$ cat src/rtl/wdt_pkg.sv
package wdt_pkg;
  localparam int ADDR_W = 2;

  typedef enum logic [ADDR_W-1:0] {
    A_RELOAD = 2'd0,
    A_CTRL   = 2'd1,
    A_STAT   = 2'd2,
    A_KICK   = 2'd3
  } wdt_addr_e;

  // control bit positions
  localparam int GBL_BIT  = 0;
  localparam int HALT_BIT = 11;
  localparam int TSMI_BIT = 13;
  // status bit positions
  localparam int TO_BIT   = 0;
  localparam int STG_BIT  = 1;
endpackage

$ cat src/rtl/wdt_regs.sv
module wdt_regs
  import wdt_pkg::*;
#(
  parameter int DATA_W = 32,
  parameter int CNT_W  = 16,
  parameter logic [CNT_W-1:0] RELOAD_DEF = 255
) (
  input  logic              clk_i,
  input  logic              rst_ni,
  input  logic              wr_en_i,
  input  logic [ADDR_W-1:0] addr_i,
  input  logic [DATA_W-1:0] wdata_i,
  input  logic              set_to_i,
  input  logic              soft_clr_i,
  output logic [CNT_W-1:0]  reload_o,
  output logic              gbl_en_o,
  output logic              tsmi_en_o,
  output logic              halt_o,
  output logic              timeout_o,
  output logic              kick_o
);
  logic wr_reload, wr_ctrl, wr_stat;
  logic unused_wdata;

  assign wr_reload    = wr_en_i && (addr_i == A_RELOAD);
  assign wr_ctrl      = wr_en_i && (addr_i == A_CTRL);
  assign wr_stat      = wr_en_i && (addr_i == A_STAT);
  assign kick_o       = wr_en_i && (addr_i == A_KICK);
  assign unused_wdata = ^wdata_i;

  always_ff @(posedge clk_i or negedge rst_ni) begin
    if (!rst_ni) begin
      reload_o  <= RELOAD_DEF;
      gbl_en_o  <= 1'b0;
      tsmi_en_o <= 1'b0;
      halt_o    <= 1'b1;
      timeout_o <= 1'b0;
    end else if (soft_clr_i) begin
      reload_o  <= RELOAD_DEF;
      gbl_en_o  <= 1'b0;
      tsmi_en_o <= 1'b0;
      halt_o    <= 1'b1;
      timeout_o <= 1'b0;
    end else begin
      if (wr_reload) reload_o <= wdata_i[CNT_W-1:0];
      if (wr_ctrl) begin
        gbl_en_o  <= wdata_i[GBL_BIT];
        tsmi_en_o <= wdata_i[TSMI_BIT];
        halt_o    <= wdata_i[HALT_BIT];
      end
      // set beats clear
      if (set_to_i)                         timeout_o <= 1'b1;
      else if (wr_stat && wdata_i[TO_BIT]) timeout_o <= 1'b0;
    end
  end
endmodule

$ cat src/rtl/wdt_counter.sv
module wdt_counter #(
  parameter int CNT_W = 16,
  parameter logic [CNT_W-1:0] RELOAD_DEF = 255
) (
  input  logic             clk_i,
  input  logic             rst_ni,
  input  logic             tick_i,
  input  logic             halt_i,
  input  logic             kick_i,
  input  logic [CNT_W-1:0] reload_i,
  output logic [CNT_W-1:0] count_o,
  output logic             stage_o,
  output logic             first_exp_o,
  output logic             second_exp_o
);
  logic step, at_zero;

  assign step         = tick_i && !halt_i && !kick_i;
  assign at_zero      = (count_o == '0);
  assign first_exp_o  = step && at_zero && !stage_o;
  assign second_exp_o = step && at_zero && stage_o;

  always_ff @(posedge clk_i or negedge rst_ni) begin
    if (!rst_ni) begin
      count_o <= RELOAD_DEF;
      stage_o <= 1'b0;
    end else if (second_exp_o) begin
      count_o <= RELOAD_DEF;
      stage_o <= 1'b0;
    end else if (kick_i) begin
      count_o <= reload_i;
      stage_o <= 1'b0;
    end else if (first_exp_o) begin
      count_o <= reload_i;
      stage_o <= 1'b1;
    end else if (step) begin
      count_o <= count_o - 1'b1;
    end
  end
endmodule

$ cat src/rtl/two_stage_wdt.sv
module two_stage_wdt
  import wdt_pkg::*;
#(
  parameter int DATA_W = 32,
  parameter int CNT_W  = 16,
  parameter logic [CNT_W-1:0] RELOAD_DEF = 255
) (
  input  logic              clk_i,
  input  logic              rst_ni,
  input  logic              tick_i,
  input  logic              wr_en_i,
  input  logic [1:0]        addr_i,
  input  logic [DATA_W-1:0] wdata_i,
  output logic [DATA_W-1:0] rdata_o,
  output logic              smi_o,
  output logic              rst_req_o
);
  logic [CNT_W-1:0] reload, count;
  logic gbl_en, tsmi_en, halt, timeout, kick;
  logic stage, first_exp, second_exp;

  wdt_regs #(.DATA_W(DATA_W), .CNT_W(CNT_W), .RELOAD_DEF(RELOAD_DEF)) u_regs (
    .clk_i(clk_i), .rst_ni(rst_ni), .wr_en_i(wr_en_i), .addr_i(addr_i),
    .wdata_i(wdata_i), .set_to_i(first_exp), .soft_clr_i(second_exp),
    .reload_o(reload), .gbl_en_o(gbl_en), .tsmi_en_o(tsmi_en),
    .halt_o(halt), .timeout_o(timeout), .kick_o(kick)
  );

  wdt_counter #(.CNT_W(CNT_W), .RELOAD_DEF(RELOAD_DEF)) u_cnt (
    .clk_i(clk_i), .rst_ni(rst_ni), .tick_i(tick_i), .halt_i(halt),
    .kick_i(kick), .reload_i(reload), .count_o(count), .stage_o(stage),
    .first_exp_o(first_exp), .second_exp_o(second_exp)
  );

  always_ff @(posedge clk_i or negedge rst_ni) begin
    if (!rst_ni) rst_req_o <= 1'b0;
    else         rst_req_o <= second_exp;
  end

  assign smi_o = timeout && tsmi_en && gbl_en;

  always_comb begin
    rdata_o = '0;
    case (addr_i)
      A_RELOAD: rdata_o[CNT_W-1:0] = reload;
      A_CTRL: begin
        rdata_o[GBL_BIT]  = gbl_en;
        rdata_o[HALT_BIT] = halt;
        rdata_o[TSMI_BIT] = tsmi_en;
      end
      A_STAT: begin
        rdata_o[TO_BIT]  = timeout;
        rdata_o[STG_BIT] = stage;
      end
      default: rdata_o[CNT_W-1:0] = count;
    endcase
  end
endmodule

$ cat config.mk
export PLATFORM = sky130hd
export DESIGN_NAME = two_stage_wdt
export DESIGN_NICKNAME = d
export VERILOG_FILES = /design/src/rtl/wdt_pkg.sv /design/src/rtl/wdt_regs.sv /design/src/rtl/wdt_counter.sv /design/src/rtl/two_stage_wdt.sv
export SDC_FILE = /design/constraint.sdc
export NUM_CORES = 1
export LEC_CHECK = 0
export ABC_AREA = 1
export BUFFER_PORTS_ARGS = -buffer_cell sky130_fd_sc_hd__buf_2
export CORE_MARGIN = 2
export CORE_UTILIZATION = 58
export CTS_BUF_LIST = sky130_fd_sc_hd__clkbuf_16
export DETAILED_ROUTE_END_ITERATION = 6
export PLACE_DENSITY = 0.86
export SLEW_MARGIN = 25
export SYNTH_ARGS = -nofsm -noshare
export SYNTH_HDL_FRONTEND = slang
export SYNTH_HIERARCHICAL = 1
export SYNTH_SLANG_ARGS = --single-unit
$ cat constraint.sdc
create_clock -name clk_i -period 2.8 [get_ports clk_i]
set_clock_uncertainty 0.05 [all_clocks]
set_input_delay 0.14 -clock clk_i [delete_from_list [all_inputs] [get_ports clk_i]]
set_output_delay 0.14 -clock clk_i [all_outputs]
set_load 0.005 [all_outputs]
After elaboration in Yosys (flattened, before gate mapping)
Cells that the tools add are included.

storage, ports and cells
  logic and storage cells = 60
  register bits after elaboration = 38
  input port bits = 38
  output and inout bits = 34

operators by class
  reduce and logical (&&, ||, !) cells = 23
  add/subtract/negate cells = 1
  eq/ne operators = 3
  mux-type cells = 25

operator list
  kind                                                                   number
  16-bit two-way mux                                                     6
  9-bit one-hot mux with 2 select lines                                  1
  16-bit logical NOT                                                     1
  16-bit by 1-bit subtractor with 16-bit output (second input constant)  1
  1-bit logical AND                                                      12
  1-bit two-way mux                                                      12
  1-bit one-hot mux with 3 select lines                                  4
  3-bit nonzero test                                                     2
  2-bit == test (second input constant)                                  2
  2-bit one-hot mux with 2 select lines                                  1
  2-bit nonzero test                                                     2
  4-bit nonzero test                                                     1
  1-bit logical NOT                                                      3
  2-bit by 1-bit == test with 1-bit output (second input constant)       1
  2-bit logical NOT                                                      1
  1-bit one-hot mux with 2 select lines                                  1
  2-bit OR reduction                                                     1

Depth between registers and ports, before layout
  word-level depth = 9
  depth in mapped cells = 13
  gate-level depth less buffers = 11

Modules after synthesis
Netlist, hierarchy kept.

by module, submodules not included
  module         times used  area each (µm²)  cells each  sequential area each (µm²)
  wdt_counter    1           1401.3           222         435.4
  wdt_regs       1           963.4            114         511.7
  two_stage_wdt  1           419.2            79          25.0

Worst setup path after synthesis
Ideal clock, no wire load.

  path type = input port to flip-flop
  start point = in wr_en_i
  end point = reg u_regs.reload_o[13]
  arrival = 1.716 ns
  required time = 2.685 ns
  cell stages on the path = 13
  library setup time = 0.065 ns
  path slack = 0.969 ns
  cell sequence = buf_2 inv_1 nor2_1 nor3_2 inv_1 nor3_1 nand2_1 nor2_1 inv_1 buf_2 nand2_2 nand2_1 nand2_1

on the way
  word-level cells in the longest chain between the ends = 6
  elaborated cells on any way between the ends = 8
  those cells by class = mux (1); reduce/logical (7)

RTL lines
  what                                                             line                 text
  from (decl)                                                      two_stage_wdt.sv:11  input logic wr_en_i,
  1-bit logical AND *                                              wdt_regs.sv:28       assign kick_o = wr_en_i && (addr_i == A_KICK);
  via kick                                                         two_stage_wdt.sv:19  logic gbl_en, tsmi_en, halt, timeout, kick;
  1-bit logical NOT *                                              wdt_counter.sv:18    assign step = tick_i && !halt_i && !kick_i;
  1-bit logical AND *                                              wdt_counter.sv:18
  1-bit logical AND * (2 in series)                                wdt_counter.sv:21    assign second_exp_o = step && at_zero && stage_o;
  via second_exp                                                   two_stage_wdt.sv:20  logic stage, first_exp, second_exp;
  16-bit two-way mux / 2-bit nonzero test (equally long branches)  -
  to (signal assigned)                                             wdt_regs.sv:45       if (wr_reload) reload_o <= wdata_i[CNT_W-1:0];
  to (decl)                                                        wdt_regs.sv:15       output logic [CNT_W-1:0] reload_o,

Mark *: on every way through the listed nets, which the timed path passes. The rest lies on a longest branch.
A chain may end at the register's enable or synchronous reset.

Worst setup path in the final report
  start point = reg u_cnt.count_o[0]
  end point = reg u_regs.reload_o[13]

on the way
  word-level cells in the longest chain between the ends = 4
  elaborated cells on any way between the ends = 5
  those cells by class = mux (1); reduce/logical (4)

RTL lines
  what                                                             line                 text
  from (decl)                                                      wdt_counter.sv:11    output logic [CNT_W-1:0] count_o,
  from (signal assigned)                                           wdt_counter.sv:31    count_o <= reload_i;
  from (signal assigned)                                           wdt_counter.sv:34    count_o <= reload_i;
  from (signal assigned)                                           wdt_counter.sv:37    count_o <= count_o - 1'b1;
  16-bit logical NOT *                                             wdt_counter.sv:19    assign at_zero = (count_o == '0);
  1-bit logical AND * (2 in series)                                wdt_counter.sv:21
  via second_exp                                                   two_stage_wdt.sv:20
  16-bit two-way mux / 2-bit nonzero test (equally long branches)  -

Marks and branches as above.

==> qor.csv <==
stage,metric,value,unit
status,outcome,"complete, no violations",
worst_setup_path,worst_ep_arrival_time,2.63,ns
logic_synthesis,sequential_fraction_of_the_synthesis_area,34.9,%
power_and_ir_drop,intPower,1.55,mW
grt,global_route.usage.met2,44.5,%
routing,firstDrtPassIters,5,
worst_setup_path,cp.required,2.92,ns
logic_synthesis,synth-async-reset-ratio,100,%
power_and_ir_drop,combPwrFrac,30.2,%
grt,grt_pass1_wl,11400,µm
worst_setup_path,timing.critical_path.slowest_stage_cell,inv_1,
routing,route.detailed.drc,0,
clocking,cts_tree,yes,
grt,global_route.usage.met3,4.12,%
worst_setup_path,path_class,register to register,
power_and_ir_drop,clockPowerShare,31.0,%
worst_setup_path,worstPathMaxFanout,30,
worst_setup_path,cp-end-kind,register,
worst_setup_path,worstPathCellList,inv_1 -> ha_1 -> nand2_1 -> nor2_1 -> nand2_1 -> nor2_1 -> inv_1 -> nand2_2 -> nand2_1 -> nand2_1,
timing,max_slew.worst_pin.slew,0.870,ns
clocking,clk_pin_slew_worst_paths,0.06,ns
routing,wl_per_cell,13.9,µm
clocking,clock-root-buffer,clkbuf_16,
worst_setup_path,startpoint_types,register,
worst_setup_path,worst_path_dominant_cell_family,simple AND/OR/NAND/NOR gates,
routing,number_of_vias_after_detailed_routing,2770,
grt,vias_in_the_first_global_route,2394,
die,floorplan.die.height,73.3,µm
routing,drt-initial-drc-count,230,
timing,finalCritPeriodShare,89.5,%
timing,slew_violations,0,
logic_synthesis,synth.cell_area,2780,µm²
logic_synthesis,netlist_instances,415,
final_layout,area_delta_synth_final,11.5,%
die,placement_rows,25,
die,die_width,73.3,µm
final_layout,multi_input_comb_area,1540,µm²
final_layout,post_route_cells_drive_above_1_share,21.3,%
power_and_ir_drop,finalPower,2.42,mW
final_layout,diodes,0,
logic_synthesis,synth.avg_cell_area,6.71,µm²
timing,hold_viol_final,0,
clocking,clock_latency,0.28,ns
power_and_ir_drop,power.leakage,1.72,nW
grt,grt_max_degree,39,
worst_setup_path,critPathMostFrequentCell,nand2_1,
grt,overflow,0,
clocking,clock_sinks,38,
worst_setup_path,worst_path_largest_cell_delay,0.64,ns
power_and_ir_drop,max-vdd-ir-drop,440,µV
power_and_ir_drop,power_density,781,nW/µm²
final_layout,fillers,385,
timing,worst_slew_margin_rel,41.9,%
final_layout,final-seq-area,972,µm²
placement,routabilityCongestion,0.943,
clocking,post-cts-setup-buffer-count,0,
run,max_cap_violations,0,
timing,setup_tns_final,0,ns
grt,track_usage,27.7,%
routing,via_per_inst,5.49,
clocking,cts-htree-levels,2,
routing,wirelength,7020,µm
power_and_ir_drop,switchingPower,0.878,mW
timing,rsz0062_at_grt,no,
worst_hold_path,worst_hold_path_type,input port to register,
die,floorplan.core_area,4660,µm²
worst_setup_path,path_buf_inv,2,
power_and_ir_drop,seq_power_share,38.8,%
routing,antenna_left,0,
grt,groute.layer.met1.usage,37.9,%
logic_synthesis,synth_cell_type_count,33,
clocking,ctsLongestPathBuffers,2,
placement,dpl.hpwl,4780,µm
placement,place.port_buffers,39,
logic_synthesis,ys_warn_count,6,
timing,min_period,2.51,ns
power_and_ir_drop,power_switching_share,36.2,%
logic_synthesis,ys_dominant_reg_cell,dfrtp_1,
grt,busiest_layer,met2,
final_layout,nets,490,
timing,timing.final.setup_violations,0,
clocking,num_cts_buffers,5,
timing,achievable-frequency,399,MHz
logic_synthesis,synth_enable_flop_cells,0,
grt,antenna_found_initial,0,
die,die_area,5370,µm²
die,initial_core_util,59.7,%
logic_synthesis,yosys_register_bits,38,
die,io_pins,72,
[power by group through the flow]
stage | combinational, mW | clock [mW] | sequential, mW
after floorplan | 0.571 | 0 | 0.879
after global placement | 0.683 | 0 | 0.935
after detailed placement | 0.702 | 0 | 0.939
after CTS | 0.720 | 0.753 | 0.934
after global routing | 0.828 | 0.775 | 0.959
final | 0.733 | 0.751 | 0.941
[placed cells by master (no fill, tap or decap), types with 8 or more instances in the layout]
cell type,count
nand2_1,164
nor2_1,48
nand3_1,46
buf_2,39
inv_1,27
dfrtp_1,21
dfstp_2,17
conb_1,16
nand4_1,10
or2_2,8
[synth_stat cells, types with 2 or more instances]
master / instances / share of area (%)
nand2_4: 2 / 0.81
nand3_1: 46 / 8.3
or2_2: 8 / 1.8
nand4_1: 10 / 2.2
nor3_1: 2 / 0.36
buf_2: 4 / 0.72
nand3_2: 2 / 0.72
inv_2: 3 / 0.40
nand2_1: 164 / 22
nor2_4: 3 / 1.2
ha_1: 2 / 0.90
xnor2_1: 4 / 1.3
o21ai_1: 6 / 1.1
nand2_2: 3 / 0.67
buf_6: 3 / 1.2
dfrtp_1: 21 / 19
nor2_1: 48 / 6.5
buf_4: 19 / 5.1
inv_1: 27 / 3.6
nor2_2: 6 / 1.3
xor2_1: 4 / 1.3
dfstp_2: 17 / 16
[state kept, by name, summed over array words and instances, names as in the netlist]
name	flops
u_regs/timeout_o	1
u_regs/gbl_en_o	1
u_cnt/count_o	16
rst_req_o	1
u_regs/halt_o	1
u_regs/tsmi_en_o	1
u_cnt/stage_o	1
u_regs/reload_o	16
[cell type report]
type                    count  share of cell area [%]
repair buffers             42                    7.10
clock inverters             3                    2.22
clock buffers               5                    4.03
multi-input cells         333                    49.5
well taps                  54                    2.18
flip-flops and latches     38                    31.3
inverters                  30                    3.63
[metal layers]
metal | part of all wire, % | vias to the layer above
met3 | 7.9 | 27
met4 | 2.5 | 0
li1 | - | 1338
met1 | 42 | 1227
met2 | 48 | 178
met5 | 0 | -
[kinds of logic (layout without fill, tap and decap cells)]
logic type,count (synthesis),in the layout,synth area share (%)
AND/OR/NAND/NOR,299,299,48.1
buffers and inverters,59,80,11.9
flip-flops,38,38,34.9
AO/OA/AOI/OAI,8,8,1.53
XOR/XNOR,8,8,2.52
adder cells (fa/ha/maj),2,2,0.899
other,1,16,0.135
[tightest hold or removal path, stage by stage]
cell	delay [ns]
buf_2	0.08
nand4_1	0.08
nand2_1	0.07
[path summary, 6_finish.rpt]
kind,start,to,slack [ns],depth (start not counted)
worst max-delay path,u_cnt/count_o[0]$_DFFE_PN1P_,u_regs/reload_o[13]$_DFFE_PN0P_,0.29,10
worst min-delay path,wdata_i[12],u_regs/reload_o[12]$_DFFE_PN0P_,0.06,3
worst max register to register,u_cnt/count_o[0]$_DFFE_PN1P_,u_regs/reload_o[13]$_DFFE_PN0P_,0.29,10
worst min register to register,u_regs/reload_o[3]$_DFFE_PN1P_,u_regs/reload_o[3]$_DFFE_PN1P_,0.44,2
max in group asynchronous,rst_ni,u_regs/reload_o[9]$_DFFE_PN0P_,1.71,2
min in group asynchronous,rst_ni,u_cnt/count_o[9]$_DFFE_PN0P_,0.44,2
[timing repair]
item / CTS / global route
setup endpoints to repair: 0 / 0
resized for setup: 0 / 0
hold endpoints to repair: 21 / 0
hold buffers: 1 / 0
[metrics by stage]
step / instance area [µm²] / utilization, % / std cells / setup slack (ns) / hold WS [ns]
finish: 3100 / 66.6 / 505 / 0.294 / 0.0628
global route: 3100 / 66.6 / 505 / 0.0774 / 0.0795
CTS: 3100 / 66.6 / 505 / 0.320 / 0.0613
detailed placement: 2900 / 62.2 / 496 / 0.317 / 0.246
global placement: 2900 / 62.2 / 496 / 0.410 / 0.243
floorplan: 2840 / - / 430 / 0.969 / -0.206
(Power assumes the default switching activity.)
